--- config.mk ---
export PLATFORM = sky130hd
export DESIGN_NAME = pinport_irq
export DESIGN_NICKNAME = d
export VERILOG_FILES = /design/src/rtl/pp_pkg.sv /design/src/rtl/pp_sync.sv /design/src/rtl/pp_pin_detect.sv /design/src/rtl/pp_flags.sv /design/src/rtl/pinport_irq.sv
export SDC_FILE = /design/constraint.sdc
export NUM_CORES = 1
export LEC_CHECK = 0
export BUFFER_PORTS_ARGS = -buffer_cell sky130_fd_sc_hd__buf_2
export CORE_ASPECT_RATIO = 0.75
export CORE_MARGIN = 5
export CORE_UTILIZATION = 35
export DETAILED_ROUTE_END_ITERATION = 8
export GPL_ROUTABILITY_DRIVEN = 0
export PLACE_DENSITY = 0.52
export SYNTH_ARGS = -nofsm -noshare
export SYNTH_HDL_FRONTEND = slang
export SYNTH_SLANG_ARGS = --single-unit
--- constraint.sdc ---
create_clock -name clk -period 3.2 [get_ports clk]
set_input_delay 0.32 -clock clk [delete_from_list [all_inputs] [get_ports clk]]
set_output_delay 0.32 -clock clk [all_outputs]
set_load 0.01 [all_outputs]
--- src/rtl/pp_pkg.sv ---
package pp_pkg;
  localparam logic [7:0] OFF_DOUT = 8'h00;
  localparam logic [7:0] OFF_SET  = 8'h04;
  localparam logic [7:0] OFF_CLR  = 8'h08;
  localparam logic [7:0] OFF_TGL  = 8'h0C;
  localparam logic [7:0] OFF_DIN  = 8'h10;
  localparam logic [7:0] OFF_STAT = 8'hA0;
  localparam int         CFG_LSB  = 16;
  localparam int         CFG_W    = 4;

  typedef enum logic [3:0] {
    MODE_OFF  = 4'h0,
    MODE_LOW  = 4'h8,
    MODE_RISE = 4'h9,
    MODE_FALL = 4'hA,
    MODE_BOTH = 4'hB,
    MODE_HIGH = 4'hC
  } pin_mode_e;
endpackage

--- src/rtl/pp_sync.sv ---
module pp_sync #(
  parameter int W = 32
) (
  input  logic         clk,
  input  logic         rst,
  input  logic [W-1:0] raw,
  output logic [W-1:0] lvl,
  output logic [W-1:0] lvl_prev
);
  logic [W-1:0] meta_q;

  always_ff @(posedge clk) begin
    if (rst) begin
      meta_q   <= '0;
      lvl      <= '0;
      lvl_prev <= '0;
    end else begin
      meta_q   <= raw;
      lvl      <= meta_q;
      lvl_prev <= lvl;
    end
  end
endmodule

--- src/rtl/pp_pin_detect.sv ---
module pp_pin_detect
  import pp_pkg::*;
(
  input  logic [CFG_W-1:0] mode,
  input  logic             lvl,
  input  logic             lvl_prev,
  output logic             hit
);
  always_comb begin
    case (pin_mode_e'(mode))
      MODE_LOW:  hit = ~lvl;
      MODE_RISE: hit = lvl & ~lvl_prev;
      MODE_FALL: hit = ~lvl & lvl_prev;
      MODE_BOTH: hit = lvl ^ lvl_prev;
      MODE_HIGH: hit = lvl;
      default:   hit = 1'b0;
    endcase
  end
endmodule

--- src/rtl/pp_flags.sv ---
module pp_flags #(
  parameter int W = 32
) (
  input  logic         clk,
  input  logic         rst,
  input  logic [W-1:0] hit,
  input  logic [W-1:0] clr,
  output logic [W-1:0] flags,
  output logic         irq
);
  logic arm;

  always_ff @(posedge clk) begin
    if (rst) begin
      flags <= '0;
      irq   <= 1'b0;
      arm   <= 1'b0;
    end else begin
      flags <= (flags & ~clr) | hit;
      irq   <= |flags;
      arm   <= 1'b1;
    end
  end

  // a detection always lands, even against a clear
  assert_hit_sets_flag_R12: assert property (@(posedge clk) disable iff (rst || !arm)
    (|hit) |=> ((flags & $past(hit)) == $past(hit)));

  // a flag not written with one is kept
  assert_flag_kept_R11: assert property (@(posedge clk) disable iff (rst || !arm)
    1'b1 |=> ((flags & ($past(flags) & ~$past(clr))) == ($past(flags) & ~$past(clr))));

  // combined line follows the flags one cycle later
  assert_irq_follows_R13: assert property (@(posedge clk) disable iff (rst || !arm)
    1'b1 |=> (irq == (|$past(flags))));
endmodule

--- src/rtl/pinport_irq.sv ---
module pinport_irq
  import pp_pkg::*;
#(
  parameter int NPIN = 32,
  parameter int AW   = 9,
  parameter int DW   = 32
) (
  input  logic          clk,
  input  logic          rst,
  input  logic          bus_valid,
  input  logic          bus_write,
  input  logic [AW-1:0] bus_addr,
  input  logic [DW-1:0] bus_wdata,
  output logic [DW-1:0] bus_rdata,
  input  logic [NPIN-1:0] pin_in,
  output logic [NPIN-1:0] pin_out,
  output logic          irq
);
  localparam int OW       = AW - 1;
  localparam int IDXW     = (NPIN > 1) ? $clog2(NPIN) : 1;
  localparam int CTL_SPAN = NPIN * 4;

  logic            wr, rd, port_sel, ctl_hit;
  logic [OW-1:0]   off;
  logic [IDXW-1:0] idx;
  logic [NPIN-1:0] lvl, lvl_prev, hit, clr, flags;
  logic [CFG_W-1:0] cfg_q [NPIN];
  logic [DW-1:0]   rd_next;
  logic            arm;

  assign wr       = bus_valid & bus_write;
  assign rd       = bus_valid & ~bus_write;
  assign port_sel = bus_addr[AW-1];
  assign off      = bus_addr[OW-1:0];
  assign idx      = off[IDXW+1:2];
  assign ctl_hit  = port_sel && (32'(off) < 32'(CTL_SPAN)) && (off[1:0] == 2'b00);

  pp_sync #(.W(NPIN)) sync_i (
    .clk(clk), .rst(rst), .raw(pin_in), .lvl(lvl), .lvl_prev(lvl_prev)
  );

  for (genvar g = 0; g < NPIN; g++) begin : g_pin
    always_ff @(posedge clk) begin
      if (rst)
        cfg_q[g] <= '0;
      else if (wr && ctl_hit && idx == IDXW'(g))
        cfg_q[g] <= bus_wdata[CFG_LSB +: CFG_W];
    end

    pp_pin_detect det_i (
      .mode(cfg_q[g]), .lvl(lvl[g]), .lvl_prev(lvl_prev[g]), .hit(hit[g])
    );
  end

  assign clr = (wr && port_sel && off == OW'(OFF_STAT)) ? bus_wdata[NPIN-1:0] : '0;

  pp_flags #(.W(NPIN)) flags_i (
    .clk(clk), .rst(rst), .hit(hit), .clr(clr), .flags(flags), .irq(irq)
  );

  always_ff @(posedge clk) begin
    if (rst) begin
      pin_out <= '0;
      arm     <= 1'b0;
    end else begin
      arm <= 1'b1;
      if (wr && !port_sel) begin
        case (off)
          OW'(OFF_DOUT): pin_out <= bus_wdata[NPIN-1:0];
          OW'(OFF_SET):  pin_out <= pin_out | bus_wdata[NPIN-1:0];
          OW'(OFF_CLR):  pin_out <= pin_out & ~bus_wdata[NPIN-1:0];
          OW'(OFF_TGL):  pin_out <= pin_out ^ bus_wdata[NPIN-1:0];
          default:       pin_out <= pin_out;
        endcase
      end
    end
  end

  always_comb begin
    rd_next = '0;
    if (!port_sel) begin
      if (off == OW'(OFF_DOUT))     rd_next[NPIN-1:0] = pin_out;
      else if (off == OW'(OFF_DIN)) rd_next[NPIN-1:0] = lvl;
    end else begin
      if (ctl_hit)                   rd_next[CFG_LSB +: CFG_W] = cfg_q[idx];
      else if (off == OW'(OFF_STAT)) rd_next[NPIN-1:0] = flags;
    end
  end

  always_ff @(posedge clk) begin
    if (rst)     bus_rdata <= '0;
    else if (rd) bus_rdata <= rd_next;
  end

  // set view raises every written one
  assert_set_alias_R3: assert property (@(posedge clk) disable iff (rst || !arm)
    (wr && !port_sel && off == OW'(OFF_SET)) |=>
      ((pin_out & $past(bus_wdata[NPIN-1:0])) == $past(bus_wdata[NPIN-1:0])));

  // clear view drops every written one
  assert_clr_alias_R4: assert property (@(posedge clk) disable iff (rst || !arm)
    (wr && !port_sel && off == OW'(OFF_CLR)) |=>
      ((pin_out & $past(bus_wdata[NPIN-1:0])) == '0));

  // toggle view inverts written ones only
  assert_tgl_alias_R5: assert property (@(posedge clk) disable iff (rst || !arm)
    (wr && !port_sel && off == OW'(OFF_TGL)) |=>
      (pin_out == ($past(pin_out) ^ $past(bus_wdata[NPIN-1:0]))));

  // output register holds when no data-space write occurs
  assert_dout_hold_R2: assert property (@(posedge clk) disable iff (rst || !arm)
    !(wr && !port_sel) |=> $stable(pin_out));
endmodule

======== Word-level counts from Yosys, hierarchy flattened ========
Memories as Yosys holds them, arrays and structs flattened.
Cells that the tools add are included.
word-level totals
  flip-flop bits (word level) ............. 193
  bits in latches ......................... 0
  RAM bits ................................ 128
  bits in read-only memories .............. 0
  input bits .............................. 77
  output and inout bits ................... 65
  word-level logic and storage cells ...... 623
  memories kept ........................... 1
operators by class
  add/subtract/negate cells ............... 0
  multiply operators ...................... 0
  div/mod/pow operators ................... 0
  $lt $le $gt $ge ......................... 1
  eq/ne operators ......................... 196
  shift-type cells ........................ 0
  muxes and demuxes ....................... 171
  bitwise gates (word level) .............. 202
  reduce and logical (&&, ||, !) cells .... 45
memory list
  memory  words  bits a word  read ports  clocked after Yosys merged registers in  write ports  RTL line           source
  cfg_q   32     4            33          0                                        32           pinport_irq.sv:27  logic [CFG_W-1:0] cfg_q [NPIN];
operators by type and width
  operator                                                                number
  4-bit equality test (second input constant)                             160
  32-bit two-way mux                                                      5
  1-bit case mux with 5 select lines                                      32
  4-bit two-way mux                                                       33
  32-bit case mux with 4 select lines                                     1
  1-bit two-way mux                                                       98
  5-bit equality test (second input constant)                             16
  1-bit bitwise AND                                                       66
  1-bit inverter                                                          65
  32-bit bitwise AND                                                      2
  32-bit inverter                                                         2
  32-bit OR                                                               2
  5-bit by 4-bit equality test with 1-bit output (second input constant)  8
  1-bit logical AND                                                       38
  1-bit OR                                                                32
  32-bit OR reduction                                                     1
  1-bit XOR                                                               32
  32-bit XOR                                                              1
  5-bit by 3-bit equality test with 1-bit output (second input constant)  4
  8-bit by 4-bit equality test with 1-bit output (second input constant)  2
  16-bit two-way mux                                                      1
  12-bit two-way mux                                                      1
  5-bit by 2-bit equality test with 1-bit output (second input constant)  2
  8-bit by 3-bit equality test with 1-bit output (second input constant)  1
  10 further kinds                                                        10

======== Depth between registers and ports, before layout ========
Gate-level depths: netlist of the first run.
  word-level depth ........................ 9
  depth in mapped cells ................... 8
  mapped depth without buffers ............ 7

======== Hierarchy ========
From an unflattened synthesis of the first run, not the netlist that was laid out.
unflattened totals
  cells, all modules ...................... 1,822
  area, all modules ....................... 17,882.2 um^2
by module, submodules not included
  module         times used  cells an instance  area an instance (um^2)  sequential area each (um^2)
  pinport_irq    1           1,060              10,965.5                 5,124.9
  pp_pin_detect  32          13                 98.8                     0.0
  pp_sync        1           202                2,600.0                  1,921.8
  pp_flags       1           144                1,153.6                  660.6

======== Least setup slack after synthesis of the first run ========
No wires, ideal clock.
  path type ............................... input -> register
  start point ............................. input port bus_addr[2]
  end point ............................... memory cfg_q[23][0], enable pin
  library setup time ...................... 0.338 ns
  arrival time ............................ 1.770 ns
  required time ........................... 2.862 ns
  setup slack ............................. 1.092 ns
  stages .................................. 6
  path buffers ............................ 4
  cells stage by stage .................... buf_6 > buf_2 > buf_2 > buf_2 > nand3_1 > o21bai_1
RTL lines
  what             RTL line           source
  start, declared  pinport_irq.sv:12  input logic [AW-1:0] bus_addr,
  end, declared    pinport_irq.sv:27

======== Worst setup path after layout of the first run ========
  start point ............................. register sync_i.lvl[21]
  end point ............................... register flags_i.flags[21]
between the ends
  cells in the longest elaborated chain, start to end .. 4
  elaborated cells between the ends (all ways) .. 6
  those cells by class .................... mux (1); bitwise (5)
ends and longest elaborated chain
  what                                  RTL line                                  source
  start, declared                       pp_sync.sv:7                              output logic [W-1:0] lvl,
  start signal, assigned                pp_sync.sv:19                             lvl <= meta_q;
  1-bit inverter                        pp_pin_detect.sv:11, pp_pin_detect.sv:13
  1-bit bitwise AND                     pp_pin_detect.sv:13                       MODE_FALL: hit = ~lvl & lvl_prev;
  1-bit case mux with 5 select lines *  pp_pin_detect.sv:10                       case (pin_mode_e'(mode))
  32-bit OR *                           pp_flags.sv:19                            flags <= (flags & ~clr) | hit;
  end signal, assigned                  pp_flags.sv:19
  end, declared                         pp_flags.sv:8                             output logic [W-1:0] flags,
Mark *: on every way between the ends. The rest lies on a longest branch, timed or not.
A chain may end at the register's enable or synchronous reset.

==> impl_metrics.env, run 1 <==
export IMPL_fill_cells=4725
export IMPL_nets=2118
export IMPL_ys_types=57
export IMPL_r2r_setup_slack_ns=0.97
export IMPL_cts_made_buffers=37
export IMPL_hp_class="input port to register"
export IMPL_post_route_min_period_ns=2.23
export IMPL_coreArea_mm2=0.0484
export IMPL_clk_pin_slew_worst_paths_ns=0.06
export IMPL_final_common_cell="nor2_1"
export IMPL_syn_area_per_cell_um2=9.58
export IMPL_initial_core_util_pct=35.1
export IMPL_post_route_period_util_pct=69.6
export IMPL_worstSetupPathType="register to register"
export IMPL_dr_pass1_iters=5
export IMPL_drtIter0Drc=1493
export IMPL_synth_fp_nets=1982
export IMPL_multiInputGateArea_mm2=0.00834
export IMPL_ir_drop_mv=0.268
export IMPL_netlist_instances=1777
export IMPL_async_flop_share_pct=0
export IMPL_grt_usage_pct=21.8
export IMPL_die_x_um=265
export IMPL_cts_tree="yes"
export IMPL_tightest_slew_ns=0.820
export IMPL_io_buffers=141
export IMPL_dp_hpwl_mm=43.6
export IMPL_timing_final_max_slew_violations=0
export IMPL_vias=14400
export IMPL_outcome="finished, final reports clean"
export IMPL_grt_pass1_vias=13800
export IMPL_hold_viol_final=0
export IMPL_rsz0062_at_grt="false"
export IMPL_clk_latency_ns=0.55
export IMPL_fin_setup_tns_ns=0
export IMPL_relSlewSlack_pct=45.3
export IMPL_worst_path_max_fanout=6
export IMPL_cap_viol_max_count=0
export IMPL_r2r_start="sync_i.lvl[21]"
export IMPL_wire_per_inst_um=23.2
export IMPL_mostFrequentLayoutCells="nor2_1 (204), dfxtp_1 (193), nand2_1 (157)"
export IMPL_synth_top_area_share_pct=22.7
export IMPL_p_total_w=0.00998
export IMPL_ys_seq_area_share_pct=45.3
export IMPL_grt_max_degree=68
export IMPL_reg2reg_to="flags_i.flags[21]"
export IMPL_rows=70
export IMPL_post_place_ws_ns=0.561
export IMPL_synth_top_area_cell="dfxtp_1"
export IMPL_synth_ff_type="dfxtp_1"
export IMPL_grt_pass1_wl_mm=89.1
export IMPL_vias_per_cell=5.57
export IMPL_drive_gt1_share_pct=16.5
export IMPL_max_freq_mhz=449
export IMPL_startpoint="sync_i.lvl[21]"
export IMPL_required_ns=3.67
export IMPL_wl_mm=60.1
export IMPL_cp_endpoint="flags_i.flags[21]"
export IMPL_dieArea_mm2=0.0532
export IMPL_clock_skew_ns=0.0316
export IMPL_synth_edf_count=128
export IMPL_reg2reg_depth=6
export IMPL_io_pins=142
export IMPL_synth_area_mm2=0.0170
export IMPL_grt_overflow=0
export IMPL_p_leak_nw=7.40
export IMPL_syn_to_final_growth_pct=17.2
export IMPL_cp_end_kind="register"
export IMPL_finalWorstSetupSlack_ns=0.974
export IMPL_fp_dieH_um=201
export IMPL_regArea_mm2=0.00771
export IMPL_power_density_mw_per_mm2=500
export IMPL_drc=0
export IMPL_htreeDepth=2
export IMPL_startpoint_type="register"
export IMPL_cts_root_buf="clkbuf_16"
export IMPL_setup_violations=0
export IMPL_ys_ff_latch=321
export IMPL_synth_area_top_cells="dfxtp_1 (23%), edfxtp_1 (23%), ha_1 (9.4%)"
export IMPL_cts_buffer_depth=3
export IMPL_post_route_util_pct=41.2
export IMPL_antenna_found_initial=4
export IMPL_clock_sinks=321
export IMPL_postRouteAntennaNets=0
export IMPL_worstPathArrival_ns=2.69
export IMPL_ys_warn_count=0
export IMPL_cts_resized=0
-- critical path: stages, from the launching register on --
cell and delay (ns):
dfxtp_1 0.61, ha_1 0.31, nand2b_1 0.14, a31o_2 0.24, nor3b_1 0.64, a21oi_1 0.07
a21oi_1 0.17
-- how the worst min path moves through the flow --
stage / startpoint / endpoint / slack [ns] / cells after the start
2_1_floorplan: sync_i.meta_q[0] / sync_i.lvl[0] / 0.41 / 1
6_report: pin_in[13] / sync_i.meta_q[13] / 0.007 / 2
3_5_place_dp: sync_i.meta_q[8] / sync_i.lvl[8] / 0.43 / 1
4_1_cts: pin_in[18] / sync_i.meta_q[18] / 0.0009 / 2
5_1_grt: pin_in[18] / sync_i.meta_q[18] / 0.02 / 2
3_3_place_gp: sync_i.meta_q[28] / sync_i.lvl[28] / 0.42 / 1
-- cells by family (layout without fill, tap and decap cells) --
kind of cell             count (synthesis)  in the layout  share of synthesized area, %
other                                    0              3                             0
adder cells (fa/ha/maj)                128            128                          9.41
AND/OR/NAND/NOR                        592            592                          16.9
AO/OA/AOI/OAI                          429            429                          17.4
buffers and inverters                  254            417                          6.00
flip-flops                             321            321                          45.3
multiplexers                            53             53                          4.94
-- synthesized netlist by cell type, types with 36 or more instances --
library cell and number:
edfxtp_1 128, nand2b_1 38, dfxtp_1 193, nor2_1 205
a21oi_1 101, inv_1 142, ha_1 128, o21ai_0 51
a22oi_1 36, clkbuf_1 72, nor2b_1 73, nand2_1 157
-- power breakdown --
part	total [W]	switching (W)	internal [W]
Combinational	0.000906	0.000531	0.000375
Sequential	0.00465	0.000216	0.00444
Clock	0.00442	0.00178	0.00264
-- layout make-up --
type,count,share of cell area (%)
multi-input cells,1202,41.8
diodes,3,0.0376
well taps,648,4.06
clock buffers,49,5.27
flip-flops and latches,321,38.6
inverters,142,2.67
repair buffers,209,6.54
clock inverters,17,0.978
-- metrics by stage --
stage,cell area [um2],hold slack (ns),cells
6_report,20000,0.00733,2591
5_1_grt,19900,0.0164,2588
4_1_cts,19900,0.000935,2588
3_5_place_dp,18500,0.427,2500
3_3_place_gp,18500,0.423,2500
2_1_floorplan,17000,0.414,1777
-- timing repair --
item,4_1_cts,5_1_grt
hold endpoints to repair,22,0
setup buffers,0,0
hold buffers,22,0
-- sequential cells by signal (all words and copies together) (netlist names) --
name             count
cfg_q              128
bus_rdata           32
flags_i.flags       32
pin_out             32
sync_i.lvl          32
sync_i.lvl_prev     32
sync_i.meta_q       32
flags_i.irq          1
-- metal layers --
| metal | vias up | track usage [%] | wire [um] |
|---|---|---|---|
| met5 | - | 0 | 13 |
| met4 | 2 | 4.14 | 1010 |
| met3 | 77 | 7.45 | 7280 |
| met2 | 687 | 31.0 | 24300 |
| met1 | 7079 | 32.3 | 27500 |
| li1 | 6584 | - | - |
No activity file was read; power rests on OpenSTA's default activity.
==> inputs of run 2 (changes only) <==
PLACE_DENSITY = 0.54   (was 0.52)
clock period = 1.8 ns   (was 3.2 ns; I/O delays follow)
==> run 2 against run 1 <==
Against the previous run: utilization grew 3.7 points; die area is the same; setup slack lost 0.91 ns; critical path depth shrank 2; routed wire length shrank 0.11%; non-clock buffer count grew 177; hold slack gained 0.018 ns; critical endpoint is now bus_rdata[19]; largest power group unchanged.
==> impl_metrics.env, run 2 (same netlist as run 1, synthesis figures left out) <==
export IMPL_cp_end_kind="register"
export IMPL_vias_per_cell=5.39
export IMPL_coreArea_mm2=0.0484
export IMPL_timing_final_max_slew_violations=0
export IMPL_dp_hpwl_mm=45.5
export IMPL_wl_mm=60.0
export IMPL_tightest_slew_ns=0.485
export IMPL_initial_core_util_pct=35.1
export IMPL_postRouteAntennaNets=0
export IMPL_place_area_mm2=0.0199
export IMPL_grt_pass1_wl_mm=89.7
export IMPL_clock_skew_ns=0.0378
export IMPL_hp_class="input port to register"
export IMPL_worst_path_max_fanout=2
export IMPL_htreeDepth=2
export IMPL_post_route_min_period_ns=1.74
export IMPL_wire_per_inst_um=21.7
export IMPL_nets=2296
export IMPL_grt_max_degree=51
export IMPL_io_pins=142
export IMPL_setup_violations=0
export IMPL_post_route_period_util_pct=96.7
export IMPL_die_x_um=265
export IMPL_grt_pass1_vias=14400
export IMPL_rsz0062_at_grt="false"
export IMPL_finalInstanceArea_mm2=0.0217
export IMPL_vias=14900
export IMPL_outcome="finished, final reports clean"
export IMPL_cts_buffer_depth=3
export IMPL_dr_pass1_iters=5
export IMPL_clk_pin_slew_worst_paths_ns=0.07
export IMPL_startpoint_type="register"
export IMPL_place_inst=2647
export IMPL_drtIter0Drc=1539
export IMPL_clock_sinks=321
export IMPL_p_leak_nw=8.37
export IMPL_drc=0
export IMPL_antenna_found_initial=2
export IMPL_cts_tree="yes"
export IMPL_syn_to_final_growth_pct=27.7
export IMPL_finalWorstSetupSlack_ns=0.0601
export IMPL_power_density_mw_per_mm2=838
export IMPL_post_place_ws_ns=-0.231
export IMPL_mostFrequentLayoutCells="nor2_1 (204), dfxtp_1 (190), buf_4 (169)"
export IMPL_r2r_setup_slack_ns=0.06
export IMPL_hold_viol_final=0
export IMPL_final_common_cell="nor2_1"
export IMPL_regMostFlops="cfg_q"
export IMPL_fp_dieH_um=201
export IMPL_drive_gt1_share_pct=22.6
export IMPL_fin_setup_tns_ns=0
export IMPL_ir_drop_mv=0.408
export IMPL_grt_overflow=0
export IMPL_rows=70
export IMPL_io_buffers=141
export IMPL_worstPathArrival_ns=2.18
export IMPL_max_freq_mhz=575
export IMPL_cap_viol_max_count=0
export IMPL_dieArea_mm2=0.0532
export IMPL_cts_root_buf="clkbuf_16"
export IMPL_worstSetupPathType="register to register"
export IMPL_cts_made_buffers=38
export IMPL_relSlewSlack_pct=67.4
export IMPL_largest_reg_flops=128
export IMPL_grt_usage_pct=21.8
export IMPL_required_ns=2.24
export IMPL_clk_latency_ns=0.57
export IMPL_fin_cells=2769
## run 2: cell types whose count changed in the layout (fill, tap and decap cells not counted), moves of 5 or more
cell           previous run  this run
buf_12                    2        26
clkbuf_1                  5        10
dlygate4sd3_1            22        50
buf_4                    44       169
## run 2: timing repair
action	in CTS	in global routing
hold buffers	50	0
endpoints found under the hold margin	56	0
resized for setup	0	8
setup endpoints to repair	0	6
setup buffers	0	2
## run 2: cell type report
class / count / area, um2
Tap cell: 648 / 811
Inverter: 142 / 533
Antenna cell: 1 / 2.50
Clock inverter: 15 / 220
Fill cell: 4602 / 26700
Multi-Input combinational cell: 1202 / 8390
Timing Repair Buffer: 386 / 3000
Sequential cell: 321 / 7710
Clock buffer: 54 / 1060
## run 2: path summary, 6_finish.rpt
check	from	end	cells past startpoint
setup reg to reg	cfg_q[4][3]	bus_rdata[19]	4
hold / removal	bus_wdata[26]	pin_out[26]	3
setup / recovery	cfg_q[4][3]	bus_rdata[19]	4
hold reg to reg	sync_i.meta_q[17]	sync_i.lvl[17]	1
## run 2: metrics by stage
| step | hold WS [ns] | power [W] | util [%] |
|---|---|---|---|
| 5_1_grt | 0.0263 | 0.0188 | 44.9 |
| 3_3_place_gp | 0.394 | 0.0101 | 41.1 |
| 3_5_place_dp | 0.394 | 0.0102 | 41.1 |
| 2_1_floorplan | 0.308 | 0.00923 | - |
| 4_1_cts | 0.00183 | 0.0183 | 44.8 |
| 6_report | 0.0253 | 0.0182 | 44.9 |
## run 2: power breakdown
group / switching [W] / total [W] / internal, W
clock: 0.00320 / 0.00805 / 0.00485
sequential: 0.000335 / 0.00822 / 0.00789
combinational: 0.00104 / 0.00194 / 0.000895
## run 2: layer usage
layer,share of wire (%),track usage (%)
met1,47,32.9
met2,40,30.7
met3,11,6.48
met4,1.8,5.14
met5,0.022,0
## run 2: critical path, cell delays in order (launching register included)
cell and delay [ns]:
edfxtp_1 0.43, mux4_2 0.47, a22o_1 0.28, a211oi_1 0.28, o32ai_1 0.15
==> inputs of run 3 (changes only) <==
CTS_BUF_LIST = sky130_fd_sc_hd__clkbuf_8   (was default)
==> run 3 against run 2 <==
Against the previous run: cell count increased by 1.9%; sequential share of layout area is 0.20 points lower; utilization is 0.26 points higher; global-route usage rose by 0.12 points; register-to-register slack worse by 0.02 ns; sequential power barely moved; hold slack improved by 0.064 ns; power decreased by 2.9%; setup slack got worse by 0.015 ns; via count grew 1.8%; largest power group unchanged; clock skew rose by 0.011 ns; first-iteration DRC count is 6.0% higher.
==> impl_metrics.env, run 3 (same netlist as run 1, synthesis figures left out) <==
export IMPL_startpoint="cfg_q[10][1]"
export IMPL_grt_overflow=0
export IMPL_tightest_slew_ns=0.501
export IMPL_worstPathArrival_ns=2.29
export IMPL_top_layer="met5"
export IMPL_grt_max_degree=51
export IMPL_io_buffers=141
export IMPL_timing_final_max_slew_violations=0
export IMPL_setup_violations=0
export IMPL_ir_drop_mv=0.409
export IMPL_max_freq_mhz=570
export IMPL_coreArea_mm2=0.0484
export IMPL_final_common_cell="nor2_1"
export IMPL_cts_made_buffers=55
export IMPL_dp_hpwl_mm=45.5
export IMPL_relSlewSlack_pct=66.3
export IMPL_cts_root_buf="clkbuf_8"
export IMPL_clock_skew_ns=0.0493
export IMPL_grt_pass1_vias=14600
export IMPL_regMostFlops="cfg_q"
export IMPL_drc=0
export IMPL_post_place_ws_ns=-0.231
export IMPL_initial_core_util_pct=35.1
export IMPL_required_ns=2.33
export IMPL_p_leak_nw=8.51
export IMPL_cp_endpoint="bus_rdata[17]"
export IMPL_postRouteAntennaNets=0
export IMPL_power_density_mw_per_mm2=809
export IMPL_io_pins=142
export IMPL_met1Wirelength_mm=28.0
export IMPL_cts_tree="yes"
export IMPL_clk_latency_ns=0.68
export IMPL_antenna_found_initial=2
export IMPL_regArea_mm2=0.00771
export IMPL_drtIter0Drc=1631
export IMPL_rows=70
export IMPL_r2r_start="cfg_q[10][1]"
export IMPL_fp_dieH_um=201
export IMPL_mostFrequentLayoutCells="nor2_1 (204), dfxtp_1 (190), buf_4 (168)"
export IMPL_min_path_cells=4
export IMPL_grt_usage_pct=21.9
export IMPL_wire_per_inst_um=21.5
export IMPL_clk_pin_slew_worst_paths_ns=0.07
export IMPL_vias=15200
export IMPL_reg2reg_to="bus_rdata[17]"
export IMPL_cts_buffer_depth=3
export IMPL_dr_pass1_iters=5
export IMPL_hp_class="input port to register"
export IMPL_wl_mm=60.6
export IMPL_drive_gt1_share_pct=23.2
export IMPL_post_route_period_util_pct=97.5
export IMPL_fill_cells=4599
export IMPL_nets=2330
export IMPL_outcome="finished, final reports clean"
export IMPL_hold_viol_final=0
export IMPL_die_x_um=265
export IMPL_multiInputGateArea_mm2=0.00839
export IMPL_hold_worst_slack_ns=0.0896
export IMPL_post_route_min_period_ns=1.76
export IMPL_wl_met3_mm=6.65
export IMPL_cp_end_kind="register"
export IMPL_startpoint_type="register"
export IMPL_worst_path_max_fanout=3
export IMPL_clock_sinks=321
export IMPL_r2r_setup_slack_ns=0.04
export IMPL_dieArea_mm2=0.0532
export IMPL_grt_pass1_wl_mm=90.4
export IMPL_largest_reg_flops=128
export IMPL_worstSetupPathType="register to register"
export IMPL_cap_viol_max_count=0
export IMPL_vias_per_cell=5.39
export IMPL_reg2reg_depth=5
export IMPL_finalWorstSetupSlack_ns=0.0446
export IMPL_wl_met2_mm=24.6
export IMPL_syn_to_final_growth_pct=28.4
export IMPL_htreeDepth=2
-- run 3: power by group --
part	internal [W]	switching, W	total (W)	leakage, nW
clock network	0.00418	0.00331	0.00749	0.688
logic	0.000919	0.00105	0.00197	5.02
registers	0.00789	0.000336	0.00822	2.80
total	0.0130	0.00470	0.0177	8.51
-- run 3: worst min-delay path by stage --
stage                      from                 to  slack, ns
floorplan             pin_in[0]   sync_i.meta_q[0]       0.31
global placement     pin_in[19]  sync_i.meta_q[19]       0.39
detailed placement   pin_in[20]  sync_i.meta_q[20]       0.39
CTS                   bus_valid      bus_rdata[19]       0.03
global route        bus_addr[0]      bus_rdata[17]        0.1
finish                bus_valid      bus_rdata[19]       0.09
-- run 3: layer usage --
| metal | up-vias | global-route usage [%] |
|---|---|---|
| met4 | 4 | 5.36 |
| li1 | 7026 | - |
| met3 | 82 | 6.03 |
| met1 | 7350 | 33.0 |
| met5 | - | 1.98 |
| met2 | 741 | 30.9 |
-- run 3: stage by stage --
| stage | power (W) | util (%) | std cells | setup TNS, ns | cell area (um2) |
|---|---|---|---|---|---|
| 2_1_floorplan | 0.00923 | - | 1777 | -0.248 | 17000 |
| 3_3_place_gp | 0.0101 | 41.1 | 2647 | -17.14 | 19900 |
| 3_5_place_dp | 0.0102 | 41.1 | 2647 | -20.42 | 19900 |
| 4_1_cts | 0.0178 | 45.1 | 2819 | 0 | 21800 |
| 5_1_grt | 0.0183 | 45.1 | 2821 | -0.00420 | 21900 |
| 6_report | 0.0177 | 45.1 | 2821 | 0 | 21900 |
-- run 3: critical path, cell delays in order (launching register included) --
cell      delay [ns]
edfxtp_1        0.43
mux2_2          0.28
a221oi_1        0.49
nand3_1         0.20
nand3_1         0.14
o32ai_1         0.07
-- run 3: final cells by class --
type | count | area share, %
antenna | 1 | 0.0114
clock buffer | 61 | 3.84
clock inverter | 43 | 1.80
inverter | 142 | 2.44
multi-input combinational | 1202 | 38.4
sequential | 321 | 35.3
tap | 648 | 3.71
timing repair buffer | 403 | 14.5
-- run 3: repair_timing --
| item | in CTS | in global routing |
|---|---|---|
| setup endpoints to repair | 0 | 6 |
| setup buffers | 0 | 1 |
| endpoints found under the hold margin | 103 | 0 |
| hold buffers | 68 | 0 |
| gates resized for setup | 0 | 8 |
